### src/rtl/dgpid_pkg.sv
package dgpid_pkg;
  typedef enum logic {
    MODE_STEP_DOWN = 1'b0,
    MODE_STEP_UP   = 1'b1
  } pid_mode_e;

  localparam int unsigned NUM_MODES = 2;
endpackage

### src/rtl/dgpid_err_stage.sv
module dgpid_err_stage
  import dgpid_pkg::*;
#(
  parameter int W = 32
) (
  input  logic                clk,
  input  logic                rst,
  input  logic                valid_i,
  input  pid_mode_e           mode_i,
  input  logic signed [W-1:0] ref_i,
  input  logic signed [W-1:0] meas_i,
  output logic                valid_o,
  output pid_mode_e           mode_o,
  output logic                clr_o,
  output logic signed [W-1:0] err_o
);
  localparam logic signed [W-1:0] POS_LIM = {1'b0, {(W-1){1'b1}}};
  localparam logic signed [W-1:0] NEG_LIM = {1'b1, {(W-1){1'b0}}};

  logic signed [W:0]   diff;
  logic signed [W-1:0] err_sat;
  pid_mode_e           last_mode;

  assign diff = {ref_i[W-1], ref_i} - {meas_i[W-1], meas_i};

  always_comb begin
    if (diff[W] != diff[W-1]) err_sat = diff[W] ? NEG_LIM : POS_LIM;
    else                      err_sat = W'(diff);
  end

  always_ff @(posedge clk) begin
    if (rst) begin
      valid_o   <= 1'b0;
      mode_o    <= MODE_STEP_DOWN;
      clr_o     <= 1'b0;
      err_o     <= '0;
      last_mode <= MODE_STEP_DOWN;
    end else begin
      valid_o <= valid_i;
      if (valid_i) begin
        err_o     <= err_sat;
        mode_o    <= mode_i;
        clr_o     <= (mode_i != last_mode);
        last_mode <= mode_i;
      end
    end
  end

  AST_ERR_SIGN_POS: assert property (@(posedge clk) disable iff (rst)
    valid_i && !ref_i[W-1] && meas_i[W-1] |=> !err_o[W-1]);

endmodule

### src/rtl/dgpid_gain_bank.sv
module dgpid_gain_bank #(
  parameter int W      = 32,
  parameter int NM     = 2,
  parameter int SEL_W  = 1,
  parameter logic [NM*W-1:0] KP_TAB = '0,
  parameter logic [NM*W-1:0] KI_TAB = '0,
  parameter logic [NM*W-1:0] KD_TAB = '0
) (
  input  logic [SEL_W-1:0] sel_i,
  output logic [W-1:0]     kp_o,
  output logic [W-1:0]     ki_o,
  output logic [W-1:0]     kd_o
);
  logic [W-1:0] kp_arr [NM];
  logic [W-1:0] ki_arr [NM];
  logic [W-1:0] kd_arr [NM];

  for (genvar g = 0; g < NM; g++) begin : g_set
    assign kp_arr[g] = KP_TAB[g*W +: W];
    assign ki_arr[g] = KI_TAB[g*W +: W];
    assign kd_arr[g] = KD_TAB[g*W +: W];
  end

  assign kp_o = kp_arr[sel_i];
  assign ki_o = ki_arr[sel_i];
  assign kd_o = kd_arr[sel_i];
endmodule

### src/rtl/dgpid_term_stage.sv
module dgpid_term_stage #(
  parameter int W     = 32,
  parameter int FRAC  = 23,
  parameter int ACC_W = 66
) (
  input  logic                    clk,
  input  logic                    rst,
  input  logic                    valid_i,
  input  logic                    clr_i,
  input  logic signed [W-1:0]     err_i,
  input  logic [W-1:0]            kp_i,
  input  logic [W-1:0]            ki_i,
  input  logic [W-1:0]            kd_i,
  output logic                    valid_o,
  output logic                    clr_o,
  output logic signed [ACC_W-1:0] p_o,
  output logic signed [ACC_W-1:0] kie_o,
  output logic signed [ACC_W-1:0] d_o
);
  logic signed [W-1:0]     err_prev;
  logic signed [W-1:0]     prev_eff;
  logic signed [ACC_W-1:0] err_x, dlt_x, kp_x, ki_x, kd_x;
  logic signed [ACC_W-1:0] p_full, i_full, d_full;

  assign prev_eff = clr_i ? '0 : err_prev;
  assign err_x    = ACC_W'(err_i);
  assign dlt_x    = ACC_W'(err_i) - ACC_W'(prev_eff);
  assign kp_x     = ACC_W'($signed(kp_i));
  assign ki_x     = ACC_W'($signed(ki_i));
  assign kd_x     = ACC_W'($signed(kd_i));
  assign p_full   = kp_x * err_x;
  assign i_full   = ki_x * err_x;
  assign d_full   = kd_x * dlt_x;

  always_ff @(posedge clk) begin
    if (rst) begin
      valid_o  <= 1'b0;
      clr_o    <= 1'b0;
      p_o      <= '0;
      kie_o    <= '0;
      d_o      <= '0;
      err_prev <= '0;
    end else begin
      valid_o <= valid_i;
      if (valid_i) begin
        clr_o    <= clr_i;
        p_o      <= p_full >>> FRAC;
        kie_o    <= i_full >>> FRAC;
        d_o      <= d_full >>> FRAC;
        err_prev <= err_i;
      end
    end
  end

  AST_PREV_TRACKS: assert property (@(posedge clk) disable iff (rst)
    valid_i |=> err_prev == $past(err_i));

endmodule

### src/rtl/dgpid_sum_stage.sv
module dgpid_sum_stage #(
  parameter int W     = 32,
  parameter int FRAC  = 23,
  parameter int ACC_W = 66
) (
  input  logic                    clk,
  input  logic                    rst,
  input  logic                    valid_i,
  input  logic                    clr_i,
  input  logic signed [ACC_W-1:0] p_i,
  input  logic signed [ACC_W-1:0] kie_i,
  input  logic signed [ACC_W-1:0] d_i,
  output logic [W-1:0]            duty_o,
  output logic                    out_valid_o
);
  localparam logic signed [ACC_W-1:0] ONE_A =
    {{(ACC_W-FRAC-1){1'b0}}, 1'b1, {FRAC{1'b0}}};
  localparam logic signed [W-1:0] ONE_W =
    {{(W-FRAC-1){1'b0}}, 1'b1, {FRAC{1'b0}}};

  logic signed [W-1:0]     integ_q;
  logic signed [ACC_W-1:0] integ_eff, u_sum, i_next, i_clamped;
  logic                    u_low, u_high;

  assign integ_eff = clr_i ? '0 : ACC_W'(integ_q);
  assign u_sum     = p_i + d_i + kie_i + integ_eff;
  assign u_low     = (u_sum < 0);
  assign u_high    = (u_sum > ONE_A);
  assign i_next    = integ_eff + kie_i;

  always_comb begin
    if (i_next < 0)          i_clamped = '0;
    else if (i_next > ONE_A) i_clamped = ONE_A;
    else                     i_clamped = i_next;
  end

  always_ff @(posedge clk) begin
    if (rst) begin
      duty_o      <= '0;
      out_valid_o <= 1'b0;
      integ_q     <= '0;
    end else begin
      out_valid_o <= valid_i;
      if (valid_i) begin
        if (u_low)       duty_o <= '0;
        else if (u_high) duty_o <= ONE_W;
        else             duty_o <= W'(u_sum);
        if (u_low || u_high) integ_q <= W'(integ_eff);
        else                 integ_q <= W'(i_clamped);
      end
    end
  end

  AST_DUTY_RANGE: assert property (@(posedge clk) disable iff (rst)
    out_valid_o |-> ($signed(duty_o) >= 0 && $signed(duty_o) <= ONE_W));
  AST_INTEG_BOUND: assert property (@(posedge clk) disable iff (rst)
    integ_q >= 0 && integ_q <= ONE_W);
  AST_WINDUP_FREEZE: assert property (@(posedge clk) disable iff (rst)
    valid_i && !clr_i && (u_low || u_high) |=> $stable(integ_q));
  AST_MODE_CLEAR: assert property (@(posedge clk) disable iff (rst)
    valid_i && clr_i && (u_low || u_high) |=> integ_q == '0);

endmodule

### src/rtl/dual_gain_pid.sv
module dual_gain_pid
  import dgpid_pkg::*;
#(
  parameter int DATA_W     = 32,
  parameter int FRAC_W     = 23,
  parameter int DOWN_KP    = 3330,
  parameter int DOWN_KI    = 292,
  parameter int DOWN_KD    = 9479,
  parameter int UP_KP      = 948,
  parameter int UP_KI      = 72,
  parameter int UP_KD      = 3137
) (
  input  logic              clk,
  input  logic              rst,
  input  logic              sample_valid_i,
  input  logic              mode_i,
  input  logic [DATA_W-1:0] ref_i,
  input  logic [DATA_W-1:0] meas_i,
  output logic [DATA_W-1:0] duty_o,
  output logic              out_valid_o
);
  localparam int ACC_W = 2*DATA_W + 2;
  localparam int NM    = int'(NUM_MODES);
  localparam int SEL_W = $clog2(NM);
  localparam logic [NM*DATA_W-1:0] KP_TAB = {DATA_W'(UP_KP), DATA_W'(DOWN_KP)};
  localparam logic [NM*DATA_W-1:0] KI_TAB = {DATA_W'(UP_KI), DATA_W'(DOWN_KI)};
  localparam logic [NM*DATA_W-1:0] KD_TAB = {DATA_W'(UP_KD), DATA_W'(DOWN_KD)};

  logic                     a_valid, a_clr, b_valid, b_clr;
  pid_mode_e                a_mode, mode_in;
  logic signed [DATA_W-1:0] a_err;
  logic [DATA_W-1:0]        kp, ki, kd;
  logic signed [ACC_W-1:0]  b_p, b_kie, b_d;
  logic [SEL_W-1:0]         gain_sel;

  assign mode_in  = pid_mode_e'(mode_i);
  assign gain_sel = SEL_W'(a_mode);

  dgpid_err_stage #(.W(DATA_W)) u_err (
    .clk(clk), .rst(rst), .valid_i(sample_valid_i), .mode_i(mode_in),
    .ref_i($signed(ref_i)), .meas_i($signed(meas_i)),
    .valid_o(a_valid), .mode_o(a_mode), .clr_o(a_clr), .err_o(a_err));

  dgpid_gain_bank #(.W(DATA_W), .NM(NM), .SEL_W(SEL_W),
    .KP_TAB(KP_TAB), .KI_TAB(KI_TAB), .KD_TAB(KD_TAB)) u_gains (
    .sel_i(gain_sel), .kp_o(kp), .ki_o(ki), .kd_o(kd));

  dgpid_term_stage #(.W(DATA_W), .FRAC(FRAC_W), .ACC_W(ACC_W)) u_terms (
    .clk(clk), .rst(rst), .valid_i(a_valid), .clr_i(a_clr), .err_i(a_err),
    .kp_i(kp), .ki_i(ki), .kd_i(kd),
    .valid_o(b_valid), .clr_o(b_clr), .p_o(b_p), .kie_o(b_kie), .d_o(b_d));

  dgpid_sum_stage #(.W(DATA_W), .FRAC(FRAC_W), .ACC_W(ACC_W)) u_sum (
    .clk(clk), .rst(rst), .valid_i(b_valid), .clr_i(b_clr),
    .p_i(b_p), .kie_i(b_kie), .d_i(b_d),
    .duty_o(duty_o), .out_valid_o(out_valid_o));

  AST_OUT_LATENCY: assert property (@(posedge clk) disable iff (rst)
    out_valid_o |-> $past(sample_valid_i, 3));
  AST_DUTY_HOLD: assert property (@(posedge clk) disable iff (rst)
    !out_valid_o |-> $stable(duty_o));

endmodule

### config.mk
export PLATFORM = sky130hd
export DESIGN_NAME = dual_gain_pid
export DESIGN_NICKNAME = d
export VERILOG_FILES = /design/src/rtl/dgpid_pkg.sv /design/src/rtl/dgpid_err_stage.sv /design/src/rtl/dgpid_gain_bank.sv /design/src/rtl/dgpid_term_stage.sv /design/src/rtl/dgpid_sum_stage.sv /design/src/rtl/dual_gain_pid.sv
export SDC_FILE = /design/constraint.sdc
export NUM_CORES = 2
export LEC_CHECK = 0
export BUFFER_PORTS_ARGS = -buffer_cell sky130_fd_sc_hd__buf_2
export CORE_MARGIN = 3
export CORE_UTILIZATION = 46
export CTS_BUF_LIST = sky130_fd_sc_hd__clkbuf_8 sky130_fd_sc_hd__clkbuf_16
export CTS_CLUSTER_SIZE = 10
export DETAILED_ROUTE_END_ITERATION = 16
export MAX_ROUTING_LAYER = met4
export PLACE_DENSITY = 0.64
export SYNTH_ARGS = -nofsm -noshare
export SYNTH_HDL_FRONTEND = slang
export SYNTH_SLANG_ARGS = --single-unit
### constraint.sdc
create_clock -name clk -period 10.5 [get_ports clk]
set_clock_uncertainty 0.05 [all_clocks]
set_input_delay 1.575 -clock clk [delete_from_list [all_inputs] [get_ports clk]]
set_output_delay 1.575 -clock clk [all_outputs]
set_load 0.01 [all_outputs]
After elaboration in Yosys (flattened, before gate mapping)
Index checks and enable logic that the tools add are counted.
{ "totals": {"reg_bits": 259, "input_bits": 68, "elab_cells": 49} }
{ "op_classes": {"n_addsub": 6, "multipliers": 3, "order_cmp": 5, "eq_ne": 2, "mux": 18, "bitwise_logic": 1, "reduce_logical": 1} }
{ "op_table": {"columns": ["op", "n"], "rows": [
  ["2-to-1 mux 32 bit", 14],
  ["> comparator 66 x 25 -> 1 bit, second input constant", 2],
  ["< comparator 66 x 1 -> 1 bit, second input constant", 2],
  ["multiplier 32 x 32 -> 64 bit", 2],
  ["adder 66 x 41 -> 66 bit", 1],
  ["adder 66 bit", 1],
  ["2-to-1 mux 66 bit", 1],
  ["subtractor 32 x 32 -> 33 bit", 2],
  ["multiplier 32 x 33 -> 65 bit", 1],
  ["adder 44 x 41 -> 45 bit", 1],
  ["adder 41 x 43 -> 44 bit", 1],
  ["2-to-1 mux 14 bit", 1],
  ["2-to-1 mux 12 bit", 1],
  ["2-to-1 mux 9 bit", 1],
  ["greater-or-equal comparator 2 bit, second input constant", 1],
  ["inequality test 1 bit", 2],
  ["NOT 1 -> 2 bit", 1],
  ["logical OR 1 bit", 1]
]} }

Logic depth before layout (Yosys ltp)
{ "depth": {"ltp_word": 6, "mapped_depth": 45} }

By module
A second synthesis with hierarchy kept.
{ "unflattened": {"hier_cells": 15819, "hier_area_um2": 137206.6} }
{ "by_module_without_submodules": {"columns": ["module", "n_inst", "cells_each", "area_per_inst_um2"], "rows": [
  ["dgpid_term_stage", 1, 12945, 116565.5],
  ["dgpid_sum_stage", 1, 2314, 16430.8],
  ["dgpid_err_stage", 1, 462, 3485.8],
  ["dgpid_gain_bank", 1, 98, 724.4]
]} }

Least setup slack after synthesis
No wires, ideal clock.
{ "synth_timing": {"path_type": "reg-to-reg", "startpoint": "register u_err.clr_o", "endpoint": "register u_terms.d_o[32]", "setup_time_ns": 0.128, "t_arrival_ns": 9.336, "setup_slack_ns": 0.986, "path_stages_with_launch": 38, "n_path_buf": 2, "period_less_slack_ns": 9.514, "path_cell_list": "dfxtp_1 nor2b_1 ha_1 inv_1 fa_1 a211o_1 o211ai_1 a211o_1 nand4_1 a221oi_1 a211oi_1 o31ai_1 a21oi_1 o21a_1 nor2_1 inv_1 fa_1 fa_1 [... 2 more ...] ha_1 ha_1 fa_1 inv_1 fa_1 inv_1 ha_1 nand4_1 nor2_1 a211oi_1 a31oi_1 a41oi_1 o21a_1 a31oi_1 or2_2 clkbuf_1 clkbuf_1 nor2_1"} }
{ "synth_via": {"elab_chain_cells": 3} }
{ "synth_lines": {"columns": ["item", "line", "text"], "rows": [
  ["start, declared", "dgpid_err_stage.sv:14", "output logic clr_o,"],
  ["start signal, assigned", "dgpid_err_stage.sv:43", "clr_o <= (mode_i != last_mode);"],
  ["2-to-1 mux 32 bit", "dgpid_term_stage.sv:25", "assign prev_eff = clr_i ? '0 : err_prev;"],
  ["subtractor 32 x 32 -> 33 bit", "dgpid_term_stage.sv:27", "assign dlt_x = ACC_W'(err_i) - ACC_W'(prev_eff);"],
  ["multiplier 32 x 33 -> 65 bit", "dgpid_term_stage.sv:33", "assign d_full = kd_x * dlt_x;"],
  ["end signal, assigned", "dgpid_term_stage.sv:49", "d_o <= d_full >>> FRAC;"],
  ["end, declared", "dgpid_term_stage.sv:18", "output logic signed [ACC_W-1:0] d_o"]
]} }
No other way between the ends.
A chain may end at the register's enable or synchronous reset.

Final worst setup path
{ "layout_timing": {"startpoint": "register u_err.clr_o", "endpoint": "register u_terms.d_o[40]"} }
Same word-level chain as after synthesis.

==> results.md <==
Run status:
- The run finished with clean final reports.

Clock tree:
- Counting along the longest clock path gives a buffer depth of 3.
- The CTS clock-pin slew for the worst setup and hold paths is 0.06 ns.
- The cts-stage hold buffer count is 0.
- The clock drives 258 sinks.
- The number of gates resized after CTS was 0.
- Clock tree synthesis selected as its root buffer the cell sky130_fd_sc_hd__clkbuf_16.
- The TritonCTS clock tree is done.
- The clock latency reported for the late side of the worst-skew pair is 0.57 ns.
- The H-tree level count is 2.
- Buffers inserted during clock tree synthesis total 36.
- The number of buffers added for setup after CTS is 0.

Drt:
- The initial DRC count is 1697.
- The routed wire length is 122 mm.
- The number of vias in the routed layout is 37500.
- Dividing the detail-routed wire length by the instance count gives 17.1 µm.
- The pre-antenna-repair detailed-routing pass consisted of 5 iterations.
- The final antenna-violating net count is 0.
- In the routed design, unresolved DRC markers number 0.
- The number of vias per cell after detailed routing is 5.27.

Worst hold path:
- The worst hold path belongs to the class flip-flop to flip-flop.
- The count of cells along the worst hold path is 2.

Yosys:
- Counting every instance in the synthesized netlist gives 5563.
- After synthesis, the cell types taking the most area are sky130_fd_sc_hd__ha_1 (26%), sky130_fd_sc_hd__fa_1 (22%), sky130_fd_sc_hd__dfxtp_1 (11%), sky130_fd_sc_hd__inv_1 (8.6%), sky130_fd_sc_hd__a21oi_1 (2.9%).
- The post-synthesis instance area is 0.0481 mm².
- Yosys printed 0 warnings.
- The number of enable flip-flop cells after synthesis is 0.
- The synthesized flop and latch total is 258.
- The sequential area share after synthesis is 0.107.
- sky130_fd_sc_hd__ha_1 takes more of the synthesized area than any other cell.
- The number of unique standard cell types used by synthesis is 90.
- The async set or reset register ratio after synthesis is 0.
- The most used flip-flop cell after synthesis is sky130_fd_sc_hd__dfxtp_1.
- The average cell area after synthesis is 8.65 µm².
- The share of synthesized area in the top cell type comes to 0.258.

GRT:
- The wire length of the first global-routing pass is 196 mm.
- The aggregate global-route resource usage is 0.233.
- The number of antenna violations at the first check in global routing is 0.
- The via count of the first global-routing pass is 37600.
- Summed over all layers, the global routing overflow is 0.
- Entering global routing, the biggest net connects 76 pins.

Final layout:
- From synthesis to final layout, the design area changed by 7.69%.
- The number of antenna cells inserted is 0.
- The net count reported at finish is 7297.
- The fraction of layout instances using a drive strength above 1 is 0.0474.

Critical path:
- The worst setup path is of the flip-flop to flip-flop kind.
- STA classifies the critical path endpoint as a flip-flop.
- The cell with the largest stage delay on the worst path is sky130_fd_sc_hd__fa_1.
- The total number of cells along the worst setup path is 38.
- The most numerous cell on the critical path is sky130_fd_sc_hd__inv_1.
- The required arrival time at the worst endpoint is 10.89 ns.
- Together, buffers and inverters on the worst path number 6.
- Data on the critical path arrives at its endpoint at 10.31 ns.
- The depth of the worst register-to-register path is 38.
- The category of the worst setup path launch point is a flip-flop.
- In this design, the largest share of critical-path delay is due to compound AO/OA/AOI/OAI gates.
- The biggest fanout along the worst timing path is 30.
- The register-to-register path setup slack is 0.58 ns.
- The maximum single-stage delay on the critical path is 0.57 ns.

Placed design:
- Routability-driven placement finished with a final weighted congestion of 0.931.
- The count of buffers inserted at the top-level ports is 100.
- The half-perimeter wire length of the detailed placement result is 106 mm.

STA:
- The clock period minus final worst setup slack is 9.92 ns.
- Dividing the final minimum period by the clock period gives 0.945.
- The slew at the pin closest to its max-slew limit is 1.22 ns.
- The final-report max-slew violation count was 0.
- The total of endpoints with negative setup slack in the final report is 0.
- Timing would allow up to 0.101 GHz.
- The worst relative slew slack is 0.186.
- The count of endpoints failing hold in the final timing report is 0.
- Summed over all failing endpoints, the final setup total negative slack is 0 ns.

Die:
- Measured along the x axis, the die boundary spans 330 µm.
- The floorplan step defined a die boundary enclosing 0.109 mm².
- The number of placed I/O pins is 101.
- The core region is 0.104 mm².
- For this configuration, the core starts out at a cell density of 0.464.
- The floorplan step set the die height to 330 µm.
- The number of rows created at floorplan is 118.

Job:
- The max-capacitance violation count is 0.
## state kept, by name (all words and copies together), names as in the netlist
signal and cells:
u_terms.p_o 41, u_sum.integ_q 32, u_err.clr_o 1, u_terms.err_prev 32, u_sum.out_valid_o 1, u_sum.duty_o 32, u_terms.kie_o 41, u_err.mode_o 1
u_terms.clr_o 1, u_terms.valid_o 1, u_err.valid_o 1, u_terms.d_o 42, u_err.err_o 32
## final timing paths
kind / end / startpoint
setup / recovery: u_terms.d_o[40] / u_err.clr_o
hold / removal: u_sum.duty_o[23] / u_sum.duty_o[23]
setup reg to reg: u_terms.d_o[40] / u_err.clr_o
hold reg to reg: u_sum.duty_o[23] / u_sum.duty_o[23]
## cell type report
cell class                 count  area (µm²)
fill                       10100       51800
inverter                    1107        4160
clock buffer                  42        1010
timing repair buffer         157         943
tap                         1380        1730
multi-input combinational   4155       38700
clock inverter                14         141
sequential                   258        5170
## worst register-to-register path: cells and delay by family (launching register included)
kind | cells | cell delay, ns
AO/OA/AOI/OAI | 14 | 3.51
adder cells (fa/ha/maj) | 8 | 3.34
AND/OR/NAND/NOR | 8 | 1.13
buffers and inverters | 6 | 0.75
XOR/XNOR | 2 | 0.66
flip-flops | 1 | 0.38
## kinds of logic after synthesis
| logic type | share of synthesized area |
|---|---|
| fa+ha+maj | 0.476 |
| buf+inv | 0.0981 |
| simple gates | 0.123 |
| compound gates | 0.140 |
| flops | 0.107 |
| xor+xnor | 0.0411 |
| mux | 0.0134 |
| other cells | 0.000156 |
## layer usage
metal	wire length [µm]	GRT usage
met5	0	-
met2	60000	0.400
met3	3150	0.0161
met1	53500	0.286
met4	5270	0.0868
## cell usage after synthesis, types with 9 or more instances
cell type / count
sky130_fd_sc_hd__and2_1: 75
sky130_fd_sc_hd__o2111ai_1: 11
sky130_fd_sc_hd__a211oi_1: 37
sky130_fd_sc_hd__a21boi_0: 9
sky130_fd_sc_hd__o31ai_1: 38
sky130_fd_sc_hd__nand2_1: 299
sky130_fd_sc_hd__clkbuf_1: 125
sky130_fd_sc_hd__ha_1: 991
sky130_fd_sc_hd__a31oi_1: 36
sky130_fd_sc_hd__o21a_1: 41
sky130_fd_sc_hd__o211ai_1: 32
sky130_fd_sc_hd__o21bai_1: 33
sky130_fd_sc_hd__dfxtp_1: 258
sky130_fd_sc_hd__fa_1: 523
sky130_fd_sc_hd__and4_1: 11
sky130_fd_sc_hd__a21o_1: 148
sky130_fd_sc_hd__a211o_1: 19
sky130_fd_sc_hd__nor2_1: 326
sky130_fd_sc_hd__inv_1: 1107
sky130_fd_sc_hd__nand3_1: 90
sky130_fd_sc_hd__o21ai_0: 219
sky130_fd_sc_hd__nor2b_1: 80
sky130_fd_sc_hd__mux2i_1: 61
sky130_fd_sc_hd__and3_1: 43
sky130_fd_sc_hd__or3_1: 25
sky130_fd_sc_hd__or2_2: 27
sky130_fd_sc_hd__nand2b_1: 100
sky130_fd_sc_hd__a22o_1: 30
sky130_fd_sc_hd__a21oi_1: 275
sky130_fd_sc_hd__nand4_1: 45
sky130_fd_sc_hd__xnor2_1: 128
sky130_fd_sc_hd__nor4_1: 9
sky130_fd_sc_hd__xor2_1: 98
sky130_fd_sc_hd__nor3_1: 45
## cell usage in the layout, fill, tap and decap left out, drive strengths merged, types with 30 or more instances in the layout
| cell | count |
|---|---|
| nor2b | 80 |
| a21o | 148 |
| nand4 | 46 |
| and2 | 75 |
| buf | 157 |
| and3 | 43 |
| xnor2 | 128 |
| nor2 | 326 |
| a31oi | 36 |
| fa | 523 |
| dfxtp | 258 |
| nand3 | 90 |
| a22o | 30 |
| nand2 | 299 |
| inv | 1112 |
| nand2b | 100 |
| o211ai | 32 |
| o31ai | 39 |
| a21oi | 277 |
| o21a | 42 |
| conb | 101 |
| xor2 | 98 |
| nor3 | 45 |
| a211oi | 38 |
| mux2i | 61 |
| clkbuf | 42 |
| ha | 991 |
| o21bai | 33 |
| o21ai | 226 |
## through the flow
stage | setup slack [ns] | instances | area [µm²] | hold WS, ns | util
after floorplan | 0.986 | 5662 | 48500 | 0.371 | -
after global placement | 0.356 | 7057 | 50700 | 0.374 | 0.489
after detailed placement | 0.267 | 7057 | 50700 | 0.377 | 0.489
after CTS | 0.262 | 7113 | 51800 | 0.386 | 0.500
after global routing | -0.0322 | 7113 | 51800 | 0.403 | 0.500
final | 0.582 | 7113 | 51800 | 0.382 | 0.500
Power is left out: the tool's default activity adds up to more than one toggle a clock period on the data nets, which glitch-free logic cannot reach.
